**config.mk**
```make
export PLATFORM = sky130hd
export DESIGN_NAME = uart_txirq_ctrl
export DESIGN_NICKNAME = d
export VERILOG_FILES = /design/src/rtl/uart_txirq_pkg.sv /design/src/rtl/uart_txirq_ctl.sv /design/src/rtl/uart_txirq_dp.sv /design/src/rtl/uart_txirq_ctrl.sv
export SDC_FILE = /design/constraint.sdc
export NUM_CORES = 1
export LEC_CHECK = 0
export ABC_CLOCK_PERIOD_IN_PS = 4600
export BUFFER_PORTS_ARGS = -buffer_cell sky130_fd_sc_hd__clkbuf_2
export CAP_MARGIN = 20
export CORE_AREA = 2 2 66 68
export DETAILED_ROUTE_END_ITERATION = 8
export DIE_AREA = 0 0 68 70
export GPL_TIMING_DRIVEN = 0
export PLACE_DENSITY = 0.46
export SYNTH_ARGS = -nofsm -noshare
export SYNTH_HDL_FRONTEND = slang
export SYNTH_SLANG_ARGS = --single-unit
```
**constraint.sdc**
```tcl
create_clock -name clk -period 4.6 [get_ports clk]
set_clock_uncertainty 0.05 [all_clocks]
set_input_delay 0.46 -clock clk [delete_from_list [all_inputs] [get_ports clk]]
set_output_delay 0.46 -clock clk [all_outputs]
set_load 0.1 [all_outputs]
```
**src/rtl/uart_txirq_pkg.sv**
```systemverilog
package uart_txirq_pkg;

  typedef enum logic [1:0] {
    IRQ_LOW_LEVEL  = 2'b00,
    IRQ_HIGH_EDGE  = 2'b01,
    IRQ_HIGH_LEVEL = 2'b10,
    IRQ_RESERVED   = 2'b11
  } irqStyle_e;

  // Settings handed from the control half to the datapath half.
  typedef struct packed {
    logic      txIntMode;
    logic [1:0] thrScale;
    logic      irqShare;
    irqStyle_e irqStyle;
  } ctlBus_t;

endpackage

```
**src/rtl/uart_txirq_ctl.sv**
```systemverilog
module uart_txirq_ctl
  import uart_txirq_pkg::*;
#(
  parameter int OVERSAMPLE = 16
) (
  input  logic       clk,
  input  logic       rst,
  input  logic       cfgLoad,
  input  logic       cfgTxDelay,
  input  logic       cfgTxIntMode,
  input  logic [1:0] cfgThrScale,
  input  logic [1:0] cfgIrqStyle,
  input  logic       cfgIrqShare,
  input  logic       thrWrite,
  input  logic       bitTick,
  input  logic       shiftBusy,
  output logic       txStart,
  output logic       dlyActive,
  output ctlBus_t    ctlBus
);

  localparam int DLY_W = $clog2(OVERSAMPLE + 1);
  localparam logic [DLY_W-1:0] DLY_LOAD = DLY_W'(OVERSAMPLE);

  logic            delayQ;
  ctlBus_t         busQ;
  logic            reqQ;
  logic [DLY_W-1:0] dlyCnt;
  logic            startQ;
  logic            fireNow;

  // Configuration register, all fields cleared by reset.
  always_ff @(posedge clk) begin
    if (rst) begin
      delayQ         <= 1'b0;
      busQ.txIntMode <= 1'b0;
      busQ.thrScale  <= 2'b00;
      busQ.irqShare  <= 1'b0;
      busQ.irqStyle  <= IRQ_LOW_LEVEL;
    end else if (cfgLoad) begin
      delayQ         <= cfgTxDelay;
      busQ.txIntMode <= cfgTxIntMode;
      busQ.thrScale  <= cfgThrScale;
      busQ.irqShare  <= cfgIrqShare;
      busQ.irqStyle  <= irqStyle_e'(cfgIrqStyle);
    end
  end

  // A start fires once the request is pending, the delay has run out
  // and the shifter is free.
  assign fireNow = reqQ && (dlyCnt == '0) && !shiftBusy;

  always_ff @(posedge clk) begin
    if (rst) begin
      reqQ   <= 1'b0;
      dlyCnt <= '0;
      startQ <= 1'b0;
    end else begin
      startQ <= fireNow;
      if (thrWrite && !reqQ) begin
        reqQ   <= 1'b1;
        dlyCnt <= delayQ ? DLY_LOAD : '0;
      end else begin
        if (fireNow) begin
          reqQ <= 1'b0;
        end
        if (bitTick && (dlyCnt != '0)) begin
          dlyCnt <= dlyCnt - 1'b1;
        end
      end
    end
  end

  assign txStart   = startQ;
  assign dlyActive = (dlyCnt != '0);
  assign ctlBus    = busQ;

endmodule

```
**src/rtl/uart_txirq_dp.sv**
```systemverilog
module uart_txirq_dp
  import uart_txirq_pkg::*;
#(
  parameter int FIFO_DEPTH = 16,
  parameter int CNT_W      = 5
) (
  input  logic             clk,
  input  logic             rst,
  input  ctlBus_t          ctlBus,
  input  logic             thrEmpty,
  input  logic             shiftBusy,
  input  logic [CNT_W-1:0] rxCount,
  input  logic [CNT_W-1:0] rxBase,
  input  logic             extIrq,
  output logic [CNT_W-1:0] scaledThr,
  output logic             irqOut
);

  localparam int WIDE_W = CNT_W + 3;
  localparam logic [WIDE_W-1:0] DEPTH_WIDE = WIDE_W'(FIFO_DEPTH);
  localparam logic [CNT_W-1:0]  DEPTH_CNT  = CNT_W'(FIFO_DEPTH);

  logic [WIDE_W-1:0] wideThr;
  logic txHit, rxHit, condNow;
  logic condQ, irqQ, irqNext;

  // Threshold scaling with a cap at the FIFO depth.
  assign wideThr   = {3'b000, rxBase} << ctlBus.thrScale;
  assign scaledThr = (wideThr > DEPTH_WIDE) ? DEPTH_CNT : wideThr[CNT_W-1:0];

  assign rxHit   = (rxBase != '0) && (rxCount >= scaledThr);
  assign txHit   = ctlBus.txIntMode ? (thrEmpty && !shiftBusy) : thrEmpty;
  assign condNow = txHit || rxHit || extIrq;

  // Pin shaping.
  always_comb begin
    if (!ctlBus.irqShare) begin
      irqNext = condNow;
    end else begin
      unique case (ctlBus.irqStyle)
        IRQ_LOW_LEVEL:  irqNext = !condNow;
        IRQ_HIGH_EDGE:  irqNext = condNow && !condQ;
        IRQ_HIGH_LEVEL: irqNext = condNow;
        default:        irqNext = 1'b1;
      endcase
    end
  end

  always_ff @(posedge clk) begin
    if (rst) begin
      condQ <= 1'b0;
      irqQ  <= 1'b0;
    end else begin
      condQ <= condNow;
      irqQ  <= irqNext;
    end
  end

  assign irqOut = irqQ;

endmodule

```
**src/rtl/uart_txirq_ctrl.sv**
```systemverilog
module uart_txirq_ctrl
  import uart_txirq_pkg::*;
#(
  parameter int FIFO_DEPTH = 16,
  parameter int OVERSAMPLE = 16,
  parameter int CNT_W      = $clog2(FIFO_DEPTH + 1)
) (
  input  logic             clk,
  input  logic             rst,
  input  logic             cfgLoad,
  input  logic             cfgTxDelay,
  input  logic             cfgTxIntMode,
  input  logic [1:0]       cfgThrScale,
  input  logic [1:0]       cfgIrqStyle,
  input  logic             cfgIrqShare,
  input  logic             thrWrite,
  input  logic             bitTick,
  input  logic             shiftBusy,
  input  logic             thrEmpty,
  input  logic [CNT_W-1:0] rxCount,
  input  logic [CNT_W-1:0] rxBase,
  input  logic             extIrq,
  output logic             txStart,
  output logic             irqOut
);

  ctlBus_t          ctlBus;
  logic             dlyActive;
  logic [CNT_W-1:0] scaledThr;

  uart_txirq_ctl #(.OVERSAMPLE(OVERSAMPLE)) i_ctl (
    .clk(clk), .rst(rst),
    .cfgLoad(cfgLoad), .cfgTxDelay(cfgTxDelay), .cfgTxIntMode(cfgTxIntMode),
    .cfgThrScale(cfgThrScale), .cfgIrqStyle(cfgIrqStyle), .cfgIrqShare(cfgIrqShare),
    .thrWrite(thrWrite), .bitTick(bitTick), .shiftBusy(shiftBusy),
    .txStart(txStart), .dlyActive(dlyActive), .ctlBus(ctlBus)
  );

  uart_txirq_dp #(.FIFO_DEPTH(FIFO_DEPTH), .CNT_W(CNT_W)) i_dp (
    .clk(clk), .rst(rst), .ctlBus(ctlBus),
    .thrEmpty(thrEmpty), .shiftBusy(shiftBusy),
    .rxCount(rxCount), .rxBase(rxBase), .extIrq(extIrq),
    .scaledThr(scaledThr), .irqOut(irqOut)
  );

endmodule

```
After elaboration in Yosys (flattened, before gate mapping)
Index checks and enable logic that the tools add are counted.
Widths: inputs -> output; s select.
{"block": "totals", "elab_cells": 44, "in_bits": 25, "output_inout_bits": 2, "register_bits": 16}
{"block": "classes", "add_sub_neg": 1, "order_cmp": 2, "muxes": 9, "shift": 1, "n_eq_ne": 2, "n_reduce_logical": 19}
{"cell": "$mux 5", "n": 4}
{"cell": "$reduce_bool 5->1", "n": 2}
{"cell": "$gt 8x5->1 const B", "n": 1}
{"cell": "$shl 5x2->8", "n": 1}
{"cell": "$logic_and 1x1->1", "n": 7}
{"cell": "$ge 5x5->1", "n": 1}
{"cell": "$logic_not 5->1", "n": 1}
{"cell": "$sub 5x1->5 const B", "n": 1}
{"cell": "$logic_not 1->1", "n": 4}
{"cell": "$mux 1", "n": 4}
{"cell": "$reduce_bool 2->1", "n": 2}
{"cell": "$pmux 1 s3", "n": 1}
{"cell": "$eq 2x1->1 const B", "n": 1}
{"cell": "$eq 2x2->1 const B", "n": 1}
{"cell": "$logic_not 2->1", "n": 1}
{"cell": "$logic_or 1x1->1", "n": 2}

Longest topological paths before layout
Gate-level depths: netlist of the first run.
{"block": "depth", "ltp_word": 10, "mapped_depth": 10, "depth_no_buf": 9}

Cells and area by module
From an unflattened synthesis of the first run, not the netlist that was laid out.
{"block": "unflattened", "cells_unflattened": 106, "hier_area_um2": 964.7}
{"mod": "uart_txirq_ctl", "instances": 1, "cells_per_inst": 58, "area_each_um2": 593.1}
{"mod": "uart_txirq_dp", "instances": 1, "cells_per_inst": 48, "area_each_um2": 371.6}

Least setup slack after synthesis of the first run
No wires, ideal clock.
{"block": "synth_timing", "kind": "in2reg", "startpoint": "input port rxBase[1]", "endpoint": "register i_dp.irqQ, in the netlist i_dp.irqOut", "path_slack_ps": 2372, "arrival_ps": 2099, "path_buffers": 0, "path_stages": 8, "cell_sequence": "a21o_1 a211oi_2 nand3_1 ha_1 a211oi_1 o211ai_1 a2111o_1 o211ai_1"}
{"block": "synth_via", "elab_chain_cells": 10, "elab_cells_between_ends": 12, "cone_classes": "2 x order compare; 1 x shift; 3 x mux; 6 x reduce/logical"}
{"item": "from (decl)", "line_no": "uart_txirq_ctrl.sv:21", "source": "input logic [CNT_W-1:0] rxBase,"}
{"item": "$shl 5x2->8", "line_no": "uart_txirq_dp.sv:28", "source": "assign wideThr = {3'b000, rxBase} << ctlBus.thrScale;"}
{"item": "$gt 8x5->1", "line_no": "uart_txirq_dp.sv:29", "source": "assign scaledThr = (wideThr > DEPTH_WIDE) ? DEPTH_CNT : wideThr[CNT_W-1:0];"}
{"item": "$mux 5", "line_no": "uart_txirq_dp.sv:29"}
{"item": "$ge 5x5->1", "line_no": "uart_txirq_dp.sv:31", "source": "assign rxHit = (rxBase != '0) && (rxCount >= scaledThr);"}
{"item": "$logic_and 1x1->1 *", "line_no": "uart_txirq_dp.sv:31"}
{"item": "$logic_or 1x1->1 * (2 in series)", "line_no": "uart_txirq_dp.sv:33", "source": "assign condNow = txHit || rxHit || extIrq;"}
{"item": "$logic_and 1x1->1 or $logic_not 1->1 (tied branches)", "line_no": "uart_txirq_dp.sv:42, uart_txirq_dp.sv:41"}
{"item": "$pmux 1 s3", "line_no": "uart_txirq_dp.sv:40", "source": "unique case (ctlBus.irqStyle)"}
{"item": "$mux 1 *", "line_no": "uart_txirq_dp.sv:37", "source": "if (!ctlBus.irqShare) begin"}
{"item": "to (signal assigned)", "line_no": "uart_txirq_dp.sv:55", "source": "irqQ <= irqNext;"}
{"item": "to (decl)", "line_no": "uart_txirq_dp.sv:25", "source": "logic condQ, irqQ, irqNext;"}
Mark *: on every way between the ends. The rest lies on a longest branch, timed or not.
A chain may end at the register's enable or synchronous reset.

Final worst setup path of the first run
{"block": "layout_timing", "startpoint": "register i_ctl.busQ, in the netlist i_ctl.ctlBus[4]", "endpoint": "register i_dp.irqQ, in the netlist i_dp.irqOut"}
{"block": "layout_via", "elab_chain_cells": 10, "elab_cells_between_ends": 11, "cone_classes": "2 x order compare; 1 x shift; 3 x mux; 5 x reduce/logical"}
{"item": "from (decl)", "line_no": "uart_txirq_ctl.sv:26", "source": "ctlBus_t busQ;"}
{"item": "$shl 5x2->8 *", "line_no": "uart_txirq_dp.sv:28"}
{"item": "$gt 8x5->1", "line_no": "uart_txirq_dp.sv:29"}
{"item": "$mux 5 *", "line_no": "uart_txirq_dp.sv:29"}
{"item": "$ge 5x5->1 *", "line_no": "uart_txirq_dp.sv:31"}
{"item": "$logic_and 1x1->1 *", "line_no": "uart_txirq_dp.sv:31"}
{"item": "$logic_or 1x1->1 * (2 in series)", "line_no": "uart_txirq_dp.sv:33"}
{"item": "$logic_and 1x1->1 or $logic_not 1->1 (tied branches)", "line_no": "uart_txirq_dp.sv:42, uart_txirq_dp.sv:41"}
{"item": "$pmux 1 s3", "line_no": "uart_txirq_dp.sv:40"}
{"item": "$mux 1 *", "line_no": "uart_txirq_dp.sv:37"}
Marked as above.

==> run summary, run 1 <==
top cells by count, synth: nor2_1, dfxtp_1, mux2i_1
Avg Inst Size Synth: 8.45 um^2
FP Rows: 24
# diodes: 0
Yosys Warn Count: 0
Post-synth top flop: dfxtp_1
Detail Placement HPWL: 1780 um
Pwr Density: 324 nW/um^2
Die H: 70 um
CP startpoint kind: flip-flop
internal power contribution: 0.268 mW
core area: 4140 um^2
Synth top area share: 32.9%
Post-route DRC: 0
post-CTS resize count: 0
Final Cell Area: 1200 um^2
H-tree depth: 1
worst-path maximum fanout: 10
GRT Total Usage: 10.2%
CP Capture Type: flip-flop
worst path required time: 4.72 ns
internal reg-to-reg setup slack: 2.07 ns
Clock power frac: 26.7%
register share of total power: 41.1%
final hold vios: 0
DR pass1 iterations: 4
clk buf depth: 2
area post-placement: 1160 um^2
I/O Pins: 27
Worst Path Arrival: 2.65 ns
worst hold start: cfgIrqStyle[0]
setup TNS: 0 ns
RSZ-0062 raised after global routing: false
switching share of total power: 31.3%
Die W: 68 um
HP Class: in -> reg
DR WL/cell: 11.5 um
Sw Pwr: 0.122 mW
Post-synth EDFFs: 0
pin count of the biggest net entering global routing: 11
clock buffer count from CTS: 3
outcome: completed
routed vias/inst: 4.62
top post-synthesis cells by area: dfxtp_1, mux2i_1, ha_1
Placed Instances: 192
Max Fclk: 396 MHz
Yosys cell types: 34
fin cells: 195
Comb pwr share: 32.2%
maximum vdd ir drop: 0.0947 mV
clock tree sinks: 16
initial antenna violation count: 0
Hold Crit Depth: 3
GR Overflow Total: 0
max cap viols: 0
Initial Util: 23.5%
RR Endpoint: i_dp.irqOut
Final min period: 2.53 ns
vias in the first global route: 876
synthesized area: 972 um^2
Area Overhead vs Synth: 23.8%
syn_nets: 147
Final Setup Violations: 0
cell leakage power: 0.536 nW
first-pass GRT wire length: 3800 um
worst r2r src: i_ctl.ctlBus[4]
# port buffers: 25
count leader, synth: nor2_1
routed vias: 900
Worst Tran Pin Value: 0.540 ns
Yosys reg bits: 16
sequential area share after synthesis: 32.9%
Max transition margin: 64.1%
Post-CTS Setup Inserts: 0
Hold Path End: i_ctl.ctlBus[0]
Synth async-reset ratio: 0%
final wirelength: 2230 um
Iter 0 DRT Violations: 21
period utilization: 54.9%
leading area contributor after synthesis: dfxtp_1
Die Area: 4760 um^2
Detail Route Antenna Nets: 0
share of cells above drive strength 1: 24.5%
hold_buf cts: 0
Pins Over Slew Limit: 0
Root Buffer: clkbuf_8
Cells after Synth: 115
Final Wtd Congestion: 0.760
worst-case reg-to-reg path depth: 10
Final #Nets: 177
CTS tree: done
WS Path Type: reg -> reg
Clock transition at path regs: 0.06 ns
clock latency reported for the late side of the worst-skew pair: 0.24 ns
==> sequential cells by signal (all words and copies together), names as in the netlist <==
register / count
i_ctl.ctlBus: 6
i_ctl.dlyCnt: 5
i_ctl.delayQ: 1
i_ctl.reqQ: 1
i_ctl.txStart: 1
i_dp.condQ: 1
i_dp.irqOut: 1
==> cell type report <==
| cell class | count | area [um^2] |
|---|---|---|
| fillers | 453 | 2940 |
| flip-flops and latches | 16 | 320 |
| clock buffers | 3 | 41.3 |
| inverters | 6 | 22.5 |
| repair buffers | 25 | 125 |
| well taps | 52 | 65.1 |
| plain buffers | 5 | 27.5 |
| multi-input cells | 88 | 602 |
==> critical path: stages (launching register included) <==
cell,delay [ns]
dfxtp_1,0.31
buf_2,0.20
inv_2,0.08
a211o_1,0.26
a211oi_1,0.35
o22ai_1,0.13
ha_1,0.28
o21ai_0,0.15
a22oi_1,0.13
a2111o_1,0.42
o211ai_1,0.09
==> cell usage in the layout, fill, tap and decap left out, drive strengths merged, types with 2 or more instances in the layout <==
| master | n |
|---|---|
| xor2 | 2 |
| o21ai | 2 |
| nor3 | 6 |
| mux2i | 11 |
| dfxtp | 16 |
| buf | 2 |
| nand2b | 4 |
| o211ai | 2 |
| a211oi | 5 |
| nor2 | 21 |
| inv | 6 |
| nand2 | 7 |
| ha | 7 |
| clkbuf | 31 |
| a21oi | 3 |
| nand3 | 4 |
==> cell families (layout without fill, tap and decap cells) <==
family / after synthesis / after routing / share of synthesized area, %
AND/OR/NAND/NOR: 47 / 47 / 23.6
flip-flops: 16 / 16 / 32.9
buffers and inverters: 11 / 39 / 5.15
multiplexers: 11 / 11 / 11.3
AO/OA/AOI/OAI: 20 / 20 / 15.3
XOR/XNOR: 3 / 3 / 2.70
adder cells (fa/ha/maj): 7 / 7 / 9.01
==> through the flow <==
| stage | hold WS [ns] | total power, mW | utilization [%] | setup slack (ns) |
|---|---|---|---|---|
| after floorplan | 0.405 | 0.258 | - | 2.37 |
| after global placement | 0.423 | 0.287 | 28.0 | 2.03 |
| after detailed placement | 0.433 | 0.289 | 28.0 | 2.01 |
| after CTS | 0.400 | 0.396 | 29.0 | 2.09 |
| after global routing | 0.407 | 0.417 | 29.0 | 1.92 |
| final | 0.401 | 0.390 | 29.0 | 2.07 |
==> how the worst max path moves through the flow <==
| stage | startpoint | end | slack [ns] | depth (start not counted) |
|---|---|---|---|---|
| 6_report | i_ctl.ctlBus[4] | i_dp.irqOut | 2.07 | 10 |
| 5_1_grt | i_ctl.ctlBus[4] | i_dp.irqOut | 1.92 | 9 |
| 4_1_cts | i_ctl.ctlBus[4] | i_dp.irqOut | 2.09 | 10 |
| 3_5_place_dp | rxBase[1] | i_dp.irqOut | 2.01 | 9 |
| 3_3_place_gp | rxBase[1] | i_dp.irqOut | 2.03 | 9 |
| 2_1_floorplan | rxBase[1] | i_dp.irqOut | 2.37 | 8 |
==> power groups by stage <==
stage	sequential (mW)	combinational [mW]	clock [mW]
after floorplan	0.172	0.0857	0
after global placement	0.163	0.124	0
after detailed placement	0.164	0.126	0
after CTS	0.161	0.127	0.109
after global routing	0.163	0.141	0.113
final	0.160	0.126	0.104
==> routing by layer <==
metal | wire, um | GRT usage (%)
met5 | 0 | 0
met2 | 1050 | 15.9
met1 | 990 | 13.0
met3 | 157 | 3.06
met4 | 35 | 4.00
Power figures use the tool's default switching activity.
==> run 2: changes to the inputs <==
ABC_AREA = 1   (was default)
ABC_CLOCK_PERIOD_IN_PS = 2100   (was 4600)
CORE_AREA = 2 2 68 70   (was 2 2 66 68)
DIE_AREA = 0 0 70 72   (was 0 0 68 70)
PLACE_DENSITY = 0.47   (was 0.46)
clock period = 2.1 ns   (was 4.6 ns; I/O delays follow)
==> run 2 against run 1 <==
- worst setup slack worse by 2.1 ns
- via count up 11%
- total power rose to 2.7 times the previous value
- clock power rose to 2.6 times the previous value
- register-to-register slack worse by 2.1 ns
- sequential cell count unchanged
- combinational power rose to 3.4 times the previous value
- global-route usage down 0.88 points
- wire length unchanged
- non-clock buffer count up 3
- maximum frequency up 20%
- cell area up 12%
- critical path type unchanged
- largest cell class unchanged
==> run summary, run 2 <==
Pins Over Slew Limit: 0
hold slack: 0.106 ns
period utilization: 99.9%
clk buf depth: 2
max cap viols: 0
Final min period: 2.10 ns
# diodes: 0
cell leakage power: 0.684 nW
H-tree depth: 1
final hold vios: 0
Yosys cell types: 26
Synth top area share: 30.8%
initial antenna violation count: 0
worst-path maximum fanout: 5
Avg Inst Size Synth: 6.80 um^2
post-layout worst setup margin: 0.00191 ns
routed vias: 995
Post-synth EDFFs: 0
Final Cell Area: 1350 um^2
Die H: 72 um
Clock transition at path regs: 0.06 ns
Total Power: 1.06 mW
setup TNS: 0 ns
Synth async-reset ratio: 0%
top cells by count, synth: nand2_1, inv_1, nor2_1
Max Fclk: 477 MHz
multiplexer share of the synthesized area: 0%
clock tree sinks: 16
first-pass GRT wire length: 3770 um
hold_buf cts: 0
share of cells above drive strength 1: 31.6%
commonest non-fill, non-tap cell in the layout: nand2_1
Initial Util: 24.4%
synthesized area: 1040 um^2
xor and xnor fraction of the mapped netlist area: 1.68%
Final Setup Violations: 0
leading area contributor after synthesis: dfxtp_1
DR pass1 iterations: 4
# port buffers: 26
Pwr Density: 788 nW/um^2
Iter 0 DRT Violations: 25
most frequent cells in the layout: nand2_1, clkbuf_2, inv_1, nor2_1, dfxtp_1
top post-synthesis cells by area: dfxtp_1, nand2_1, ha_1
area post-placement: 1240 um^2
Die Area: 5040 um^2
Synth Area in Compound Gates: 19.0%
sequential area share after synthesis: 30.8%
maximum vdd ir drop: 0.477 mV
Yosys reg bits: 16
count leader, synth: nand2_1
Post-route DRC: 0
Worst Tran Pin Value: 0.546 ns
clock latency reported for the late side of the worst-skew pair: 0.25 ns
simple-gate share of the synthesized area: 29.2%
Cells after Synth: 153
pin count of the biggest net entering global routing: 11
GR Overflow Total: 0
Post-synth top flop: dfxtp_1
largest family of logic cells by synthesized area: simple AND/OR/NAND/NOR gates
internal reg-to-reg setup slack: 0.002 ns
worst path required time: 2.19 ns
core area: 4260 um^2
Final #Nets: 220
CTS tree: done
DP Worst Slack: -0.0256 ns
clock buffer count from CTS: 3
Die W: 70 um
Post-Route Utilization: 31.6%
Area Overhead vs Synth: 29.4%
GRT Total Usage: 9.33%
fin cells: 239
Yosys Warn Count: 0
vias in the first global route: 866
Detail Placement HPWL: 1790 um
CP startpoint kind: flip-flop
syn_nets: 185
Final Wtd Congestion: 0.733
FP Rows: 24
RSZ-0062 raised after global routing: true
I/O Pins: 27
Adder-Cell Fraction of Synth Area: 8.41%
Root Buffer: clkbuf_8
number of flip-flops in the largest register: 6
routed vias/inst: 4.16
final wirelength: 2230 um
Worst Path Arrival: 2.19 ns
DR WL/cell: 9.35 um
CP Capture Type: flip-flop
Detail Route Antenna Nets: 0
HP Class: in -> reg
Max transition margin: 63.8%
outcome: completed
WS Path Type: reg -> reg
Placed Instances: 231
-- run 2: final timing paths --
| check | to | start | cells after the start |
|---|---|---|---|
| worst min-delay path | i_dp.condQ | rst | 2 |
| worst max-delay path | i_dp.irqOut | i_ctl.ctlBus[3] | 17 |
| worst max register to register | i_dp.irqOut | i_ctl.ctlBus[3] | 17 |
| worst min register to register | i_ctl.dlyCnt[0] | i_ctl.dlyCnt[0] | 2 |
-- run 2: power by group --
part	switching, mW	leakage (nW)	internal, mW	total (mW)
clock	0.104	0.0288	0.166	0.270
sequential	0.0251	0.133	0.343	0.368
combinational	0.259	0.522	0.164	0.423
total	0.388	0.684	0.673	1.06
-- run 2: cell families (layout without fill, tap and decap cells) --
group,count (synthesis),after routing
compound gates,32,32
xor+xnor,2,2
fa+ha+maj,7,7
buf+inv,28,62
flops,16,16
simple gates,68,68
-- run 2: final cells by class --
type / count / area [um^2]
fill: 491 / 2920
multi-input combinational: 109 / 627
sequential: 16 / 323
timing repair buffer: 30 / 164
inverter: 25 / 93.8
tap: 52 / 65.1
clock buffer: 4 / 55.1
buffer: 3 / 20.0
-- run 2: metal layers --
metal  share of wire [%]  track usage (%)
met1                  51             12.0
met2                  45             15.2
met3                 3.9             2.92
met4                0.72             2.56
met5                   0                0
-- run 2: repair_timing --
action / 4_1_cts / 5_1_grt
resized for setup: 1 / 9
buffers inserted: 0 / 3
endpoints found under the setup margin: 1 / 2
pin swaps: 0 / 1
gates cloned: 0 / 1
-- run 2: critical path, cell delays in order, from the launching register on --
cell and delay, ns:
dfxtp_2 0.33, buf_6 0.13, buf_4 0.13, o21ai_2 0.16
nand3_2 0.09, o21ai_2 0.15, nand2_1 0.08, ha_1 0.26
nand2_1 0.06, inv_1 0.03, nand2_1 0.04, nand2_1 0.05
nand2_1 0.05, nand2_1 0.07, nand2_2 0.10, nand2_1 0.05
o21ai_1 0.12, nor2_1 0.05
